### config.mk
export PLATFORM = sky130hd
export DESIGN_NAME = coef_bank_store
export DESIGN_NICKNAME = d
export VERILOG_FILES = /design/src/rtl/cbank_pkg.sv /design/src/rtl/cbank_bus_decode.sv /design/src/rtl/cbank_regs.sv /design/src/rtl/cbank_lane.sv /design/src/rtl/coef_bank_store.sv
export SDC_FILE = /design/constraint.sdc
export NUM_CORES = 2
export LEC_CHECK = 0
export BUFFER_PORTS_ARGS = -buffer_cell sky130_fd_sc_hd__buf_2
export CAP_MARGIN = 5
export CORE_UTILIZATION = 50
export CTS_CLUSTER_DIAMETER = 200
export DETAILED_ROUTE_END_ITERATION = 10
export PLACE_DENSITY = 0.77
export REMOVE_ABC_BUFFERS = 1
export SYNTH_ARGS = -nofsm -noshare
export SYNTH_HDL_FRONTEND = slang
export SYNTH_HIERARCHICAL = 1
export SYNTH_SLANG_ARGS = --single-unit
### constraint.sdc
create_clock -name clk -period 5.3 [get_ports clk]
set_input_delay 0.795 -clock clk [delete_from_list [all_inputs] [get_ports clk]]
set_output_delay 0.795 -clock clk [all_outputs]
set_load 0.02 [all_outputs]
### src/rtl/cbank_pkg.sv
package cbank_pkg;
  localparam int BANK_W  = 4;
  localparam int IDX_W   = 4;
  localparam int COEF_W  = 12;
  localparam int BUS_W   = COEF_W + IDX_W;
  localparam int ADDR_W  = 5;
  localparam int MODE_W  = 2;
  localparam int DEC_W   = 3;
  localparam logic [DEC_W-1:0] MAX_DEC_CODE = 3'd4;

  typedef struct packed {
    logic [DEC_W-1:0]  decim;
    logic [MODE_W-1:0] mode;
    logic [BANK_W-1:0] active;
    logic [BANK_W-1:0] load;
  } cfg_t;

  localparam int CFG_W = $bits(cfg_t);

  typedef enum logic [1:0] {RSEL_NONE = 2'd0, RSEL_CFG = 2'd1, RSEL_GAIN = 2'd2} rsel_e;

  function automatic logic [DEC_W-1:0] clamp_dec(input logic [DEC_W-1:0] code);
    return (code > MAX_DEC_CODE) ? MAX_DEC_CODE : code;
  endfunction
endpackage

### src/rtl/cbank_bus_decode.sv
module cbank_bus_decode (
  input  logic clk,
  input  logic rst,
  input  logic bus_mode,
  input  logic cs_n,
  input  logic rd_rw,
  input  logic wr_ds_n,
  output logic wr_pulse,
  output logic rd_act
);
  logic sel_rd, sel_wr, wr_seen;

  always_comb begin
    if (!bus_mode) begin
      // separate strobes; both low together is rejected
      sel_rd = !cs_n && !rd_rw && wr_ds_n;
      sel_wr = !cs_n && !wr_ds_n && rd_rw;
    end else begin
      sel_rd = !cs_n && !wr_ds_n && rd_rw;
      sel_wr = !cs_n && !wr_ds_n && !rd_rw;
    end
  end

  always_ff @(posedge clk) begin
    if (rst) wr_seen <= 1'b0;
    else     wr_seen <= sel_wr;
  end

  assign wr_pulse = sel_wr && !wr_seen;
  assign rd_act   = sel_rd;

  a_r12_rd_wr_exclusive: assert property (@(posedge clk) disable iff (rst)
    !(wr_pulse && rd_act));
  a_r10_one_write_per_strobe: assert property (@(posedge clk) disable iff (rst)
    wr_pulse |=> !wr_pulse);
  a_r13_deselected_idle: assert property (@(posedge clk) disable iff (rst)
    cs_n |-> (!wr_pulse && !rd_act));
endmodule

### src/rtl/cbank_regs.sv
module cbank_regs
  import cbank_pkg::*;
(
  input  logic             clk,
  input  logic             rst,
  input  logic             wr_cfg,
  input  logic             wr_gain,
  input  logic [BUS_W-1:0] wdata,
  output cfg_t             cfg,
  output logic [BUS_W-1:0] gain
);
  always_ff @(posedge clk) begin
    if (rst) begin
      cfg  <= '0;
      gain <= '0;
    end else begin
      if (wr_cfg) begin
        cfg.load   <= wdata[BANK_W-1:0];
        cfg.active <= wdata[2*BANK_W-1:BANK_W];
        cfg.mode   <= wdata[2*BANK_W+MODE_W-1:2*BANK_W];
        cfg.decim  <= clamp_dec(wdata[CFG_W-1:2*BANK_W+MODE_W]);
      end
      if (wr_gain) gain <= wdata;
    end
  end

  a_r5_decim_in_range: assert property (@(posedge clk) disable iff (rst)
    cfg.decim <= MAX_DEC_CODE);
  a_r4_cfg_holds: assert property (@(posedge clk) disable iff (rst)
    !wr_cfg |=> $stable(cfg));
  a_r6_gain_holds: assert property (@(posedge clk) disable iff (rst)
    !wr_gain |=> $stable(gain));
endmodule

### src/rtl/cbank_lane.sv
module cbank_lane #(
  parameter int BANK_W = 4,
  parameter int CW     = 12
) (
  input  logic              clk,
  input  logic              we,
  input  logic [BANK_W-1:0] wbank,
  input  logic [CW-1:0]     wval,
  input  logic [BANK_W-1:0] dp_bank,
  input  logic [BANK_W-1:0] bus_bank,
  output logic [CW-1:0]     dp_q,
  output logic [CW-1:0]     bus_q
);
  localparam int NBANK = 1 << BANK_W;

  logic [CW-1:0] mem [NBANK];

  // one write port, two synchronous read ports, no reset on storage
  always_ff @(posedge clk) begin
    if (we) mem[wbank] <= wval;
    dp_q  <= mem[dp_bank];
    bus_q <= mem[bus_bank];
  end
endmodule

### src/rtl/coef_bank_store.sv
module coef_bank_store
  import cbank_pkg::*;
#(
  parameter int NLANE = 1 << IDX_W
) (
  input  logic                    clk,
  input  logic                    rst,
  input  logic                    bus_mode,
  input  logic                    cs_n,
  input  logic [ADDR_W-1:0]       addr,
  input  logic [BUS_W-1:0]        wdata,
  input  logic                    rd_rw,
  input  logic                    wr_ds_n,
  output logic [BUS_W-1:0]        rdata,
  input  logic                    sample_tick,
  output logic [NLANE*COEF_W-1:0] coef_out,
  output logic [BANK_W-1:0]       active_bank_out,
  output logic [MODE_W-1:0]       mode_out,
  output logic [DEC_W-1:0]        decim_out,
  output logic [BUS_W-1:0]        gain_out
);
  localparam int COEF_SPACE = ADDR_W - 1;

  logic wr_pulse, rd_act;
  logic wr_cfg, wr_gain, wr_coef;
  logic reg_space_hit0, reg_space_hit1;
  cfg_t cfg;
  logic [BUS_W-1:0] gain;

  cbank_bus_decode u_dec (
    .clk(clk), .rst(rst), .bus_mode(bus_mode), .cs_n(cs_n),
    .rd_rw(rd_rw), .wr_ds_n(wr_ds_n), .wr_pulse(wr_pulse), .rd_act(rd_act)
  );

  assign reg_space_hit0 = !addr[COEF_SPACE] && (addr[COEF_SPACE-1:0] == '0);
  assign reg_space_hit1 = !addr[COEF_SPACE] && (addr[COEF_SPACE-1:0] == 1);
  assign wr_cfg  = wr_pulse && reg_space_hit0;
  assign wr_gain = wr_pulse && reg_space_hit1;
  assign wr_coef = wr_pulse && addr[COEF_SPACE];

  cbank_regs u_regs (
    .clk(clk), .rst(rst), .wr_cfg(wr_cfg), .wr_gain(wr_gain),
    .wdata(wdata), .cfg(cfg), .gain(gain)
  );

  // coefficient lanes: one storage column per in-bank index
  logic [COEF_W-1:0] lane_dp  [NLANE];
  logic [COEF_W-1:0] lane_bus [NLANE];
  logic [IDX_W-1:0]  w_idx;
  assign w_idx = wdata[BUS_W-1:COEF_W];

  for (genvar i = 0; i < NLANE; i++) begin : g_lane
    cbank_lane #(.BANK_W(BANK_W), .CW(COEF_W)) u_lane (
      .clk(clk),
      .we(wr_coef && (w_idx == IDX_W'(i))),
      .wbank(cfg.load),
      .wval(wdata[COEF_W-1:0]),
      .dp_bank(cfg.active),
      .bus_bank(cfg.load),
      .dp_q(lane_dp[i]),
      .bus_q(lane_bus[i])
    );
  end

  // sample-boundary staging of the running bank
  logic [BANK_W-1:0]       bank_rd_d;
  logic [BANK_W-1:0]       bank_run;
  logic [NLANE*COEF_W-1:0] coef_run;

  always_ff @(posedge clk) begin
    if (rst) begin
      bank_rd_d <= '0;
      bank_run  <= '0;
      coef_run  <= '0;
    end else begin
      bank_rd_d <= cfg.active;
      if (sample_tick) begin
        bank_run <= bank_rd_d;
        for (int i = 0; i < NLANE; i++) coef_run[i*COEF_W +: COEF_W] <= lane_dp[i];
      end
    end
  end

  // two-stage read pipeline
  logic             rd_q, coef_q;
  rsel_e            rsel_q;
  logic [IDX_W-1:0] idx_q;

  always_ff @(posedge clk) begin
    if (rst) begin
      rd_q   <= 1'b0;
      coef_q <= 1'b0;
      rsel_q <= RSEL_NONE;
      idx_q  <= '0;
      rdata  <= '0;
    end else begin
      rd_q   <= rd_act;
      coef_q <= addr[COEF_SPACE];
      idx_q  <= addr[IDX_W-1:0];
      if (reg_space_hit0)      rsel_q <= RSEL_CFG;
      else if (reg_space_hit1) rsel_q <= RSEL_GAIN;
      else                     rsel_q <= RSEL_NONE;

      if (!rd_q)                  rdata <= '0;
      else if (coef_q)            rdata <= {{(BUS_W-COEF_W){1'b0}}, lane_bus[idx_q]};
      else if (rsel_q == RSEL_CFG)  rdata <= {{(BUS_W-CFG_W){1'b0}}, cfg};
      else if (rsel_q == RSEL_GAIN) rdata <= gain;
      else                        rdata <= '0;
    end
  end

  assign coef_out        = coef_run;
  assign active_bank_out = bank_run;
  assign mode_out        = cfg.mode;
  assign decim_out       = cfg.decim;
  assign gain_out        = gain;

  a_r8_coef_stable_between_ticks: assert property (@(posedge clk) disable iff (rst)
    !sample_tick |=> $stable(coef_out));
  a_r8_bank_stable_between_ticks: assert property (@(posedge clk) disable iff (rst)
    !sample_tick |=> $stable(active_bank_out));
  a_r11_idle_read_zero: assert property (@(posedge clk) disable iff (rst)
    !rd_act |-> ##2 (rdata == '0));
  a_r1_reset_clears: assert property (@(posedge clk)
    rst |=> (coef_out == '0 && active_bank_out == '0 && rdata == '0));
endmodule

==> flow_metrics.env <==
export IMPL_status="finished, final reports clean"
export IMPL_start_kind="flop"
export IMPL_die_h_um=567
export IMPL_cts_root_buffer="clkbuf_16"
export IMPL_slew_headroom_pct=15.0
export IMPL_clock_fmax_mhz=297
export IMPL_via_per_inst=6.84
export IMPL_dieArea_mm2=0.322
export IMPL_yosys_top_cells_area="edfxtp_1, mux4_2, mux4_1"
export IMPL_initial_core_util_pct=50.3
export IMPL_cap_violations=0
export IMPL_grt_pass1_wl_um=636000
export IMPL_fin_ws_ns=1.94
export IMPL_wl_met2_um=209000
export IMPL_numPortBuffers=260
export IMPL_wl_met3_um=50200
export IMPL_dp_hpwl_um=281000
export IMPL_multi_input_area_mm2=0.0514
export IMPL_fin_area_mm2=0.180
export IMPL_synth_cell_type_count=36
export IMPL_fin_nets=8658
export IMPL_postCtsSetupBuffers=0
export IMPL_critical_path_arrival_ns=4.24
export IMPL_yosys_area_top_type="edfxtp_1"
export IMPL_die_x_um=567
export IMPL_vias=89800
export IMPL_clockBufferDepth=4
export IMPL_ff_latch_area_mm2=0.105
export IMPL_rows=207
export IMPL_clk_pin_slew_worst_paths_ns=0.06
export IMPL_synth_avg_cell_area_um2=19.9
export IMPL_vdd_drop_max_mv=0.273
export IMPL_top_layer_used="met5"
export IMPL_postSynthCellCount=8034
export IMPL_crit_fanout=47
export IMPL_drive_above_1_share_pct=27.5
export IMPL_powerDensity_mw_per_mm2=332
export IMPL_utilization_pct=56.6
export IMPL_hp_class="in2reg"
export IMPL_clock_sinks=3710
export IMPL_dr_pass1_iters=8
export IMPL_core_mm2=0.318
export IMPL_grt_pass1_vias=89400
export IMPL_cts_resized=0
export IMPL_dr_first_iter_drc_count=13600
export IMPL_ant_nets=0
export IMPL_cts_tree="built"
export IMPL_synth_edf_count=3072
export IMPL_area_growth_pct=12.7
export IMPL_pin_count=261
export IMPL_gr_total_overflow=0
export IMPL_syn_area_mm2=0.160
export IMPL_track_usage_pct=27.1
export IMPL_antenna_found_initial=12
export IMPL_drcViolationCount=0
export IMPL_finClkSkew_ns=0.0381
export IMPL_grt_setup_unrepaired="no"
export IMPL_fillerInstances=22800
export IMPL_routed_wirelength_um=443000
export IMPL_ys_seq_elements=3710
export IMPL_placed_area_mm2=0.168
export IMPL_wl_met1_um=158000
export IMPL_cp_end_kind="flop"
export IMPL_p_total_mw=59.8
export IMPL_synth_top_cell_area_share_pct=57.7
export IMPL_ys_flop_type="edfxtp_1"
export IMPL_worstSetupPathType="reg2reg"
export IMPL_ys_warn_count=6
export IMPL_numCtsBuffers=374
export IMPL_place_congestion=0.939
export IMPL_finalSetupViolCount=0
export IMPL_tns_ns=0
export IMPL_fin_crit_sh_pct=63.5
export IMPL_worst_slew_pin_transition_ns=1.28
export IMPL_slew_viol_final=0
export IMPL_clkLatencyLatePin_ns=0.96
export IMPL_yosysSeqAreaShare_pct=65.7
export IMPL_dp_slack_ns=1.61
export IMPL_cp_required_ns=6.18
export IMPL_async_reset_ff_share_pct=0
export IMPL_htree_levels=5
export IMPL_avgRoutedWirePerCell_um=33.7
export IMPL_p_leak_nw=58.0
export IMPL_final_hold_violation_count=0
export IMPL_grt_start_max_net_pins=147
export IMPL_period_needed_ns=3.36
export IMPL_cts_hold_repair_buffers=1
sequential cells by signal, summed over array words and instances (netlist names):
signal,count
g_lane.u_lane/bus_q,192
coef_out,192
u_dec/wr_seen,1
u_regs/gain,16
rsel_q,2
rd_q,1
rdata,16
active_bank_out,4
idx_q,4
g_lane.u_lane/dp_q,192
g_lane.u_lane/mem,3072
u_regs/cfg,13
bank_rd_d,4
coef_q,1
through the flow:
| step | hold slack, ns | instances |
|---|---|---|
| global route | 0.0326 | 13100 |
| global placement | 0.449 | 12400 |
| CTS | 0.000300 | 13100 |
| floorplan | 0.440 | 7514 |
| detailed placement | 0.455 | 12400 |
| finish | 0.0556 | 13100 |
worst paths after layout:
check / start / end / slack, ns / cells past startpoint
worst max-delay path: u_regs/cfg[6] / g_lane[1].u_lane/dp_q[6] / 1.94 / 4
worst max register to register: u_regs/cfg[6] / g_lane[1].u_lane/dp_q[6] / 1.94 / 4
worst min-delay path: wr_ds_n / u_dec/wr_seen / 0.06 / 2
worst min register to register: g_lane[8].u_lane/dp_q[7] / coef_out[103] / 0.46 / 2
layer usage:
metal	vias up	global-route usage (%)
met2	6740	42.7
met4	2	13.5
li1	35700	-
met3	1010	4.85
met5	-	0
met1	46300	36.7
power by group:
group | internal (mW) | switching [mW] | total [mW]
clock network | 15.4 | 11.4 | 26.8
registers | 31.6 | 0.0753 | 31.7
logic | 0.298 | 0.943 | 1.24
total | 47.4 | 12.4 | 59.8
cells in the mapped netlist, types with 36 or more instances:
| cell | instances |
|---|---|
| edfxtp_1 | 3072 |
| mux4_2 | 1085 |
| a22oi_1 | 769 |
| dfxtp_1 | 638 |
| mux4_1 | 499 |
| nor2_1 | 462 |
| nand2_1 | 416 |
| mux2i_1 | 246 |
| clkbuf_1 | 215 |
| buf_2 | 191 |
| nor2b_1 | 78 |
| buf_12 | 69 |
| nor3_1 | 69 |
| and2_1 | 36 |
| buf_6 | 36 |
| nand2b_1 | 36 |
| nand3b_1 | 36 |
critical path, cell delays in order (launching register included):
cell and delay [ns]:
dfxtp_4 1.17, buf_4 0.58, nor2b_1 0.97, a22oi_1 0.37, nand2_1 0.16
cells in the final DEF (no fill, tap or decap), types with 12 or more instances in the layout:
| master | netlist | routed |
|---|---|---|
| bufinv_16 | 0 | 35 |
| mux4_1 | 499 | 499 |
| nand2_1 | 416 | 416 |
| clkbuf_8 | 0 | 24 |
| a221o_1 | 12 | 12 |
| nand3b_1 | 36 | 36 |
| nor3_2 | 0 | 47 |
| nor2_1 | 462 | 461 |
| buf_8 | 2 | 12 |
| clkinv_2 | 0 | 59 |
| buf_4 | 1 | 410 |
| buf_2 | 191 | 246 |
| clkinvlp_4 | 0 | 18 |
| dfxtp_1 | 638 | 627 |
| buf_12 | 69 | 69 |
| clkbuf_16 | 0 | 386 |
| edfxtp_1 | 3072 | 3072 |
| mux4_2 | 1085 | 1085 |
| nor3_1 | 69 | 22 |
| clkinv_4 | 0 | 16 |
| a22oi_1 | 769 | 769 |
| nor2b_1 | 78 | 76 |
| clkbuf_1 | 215 | 66 |
| nand3_1 | 16 | 16 |
| mux2i_1 | 246 | 246 |
| inv_6 | 0 | 16 |
| clkinv_1 | 0 | 55 |
| and2_1 | 36 | 36 |
| nand2b_1 | 36 | 36 |
| or3b_1 | 17 | 17 |
logic make-up (layout without fill, tap and decap cells):
family | Yosys count | count (layout) | share of synthesized area (%)
multiplexers | 1830 | 1830 | 25.0
AO/OA/AOI/OAI | 797 | 797 | 3.77
XOR/XNOR | 1 | 1 | 0.00548
other | 0 | 8 | 0
buffers and inverters | 520 | 1434 | 2.26
AND/OR/NAND/NOR | 1176 | 1176 | 3.22
flip-flops | 3710 | 3710 | 65.7
cell type report:
type                            count  area share [%]
Tap cell                         4180            2.90
Multi-Input combinational cell   3804            28.6
Clock buffer                      475            5.67
Clock inverter                    219            1.25
Sequential cell                  3710            58.3
Antenna cell                        8          0.0111
Timing Repair Buffer              740            3.28
(Power assumes the default switching activity.)
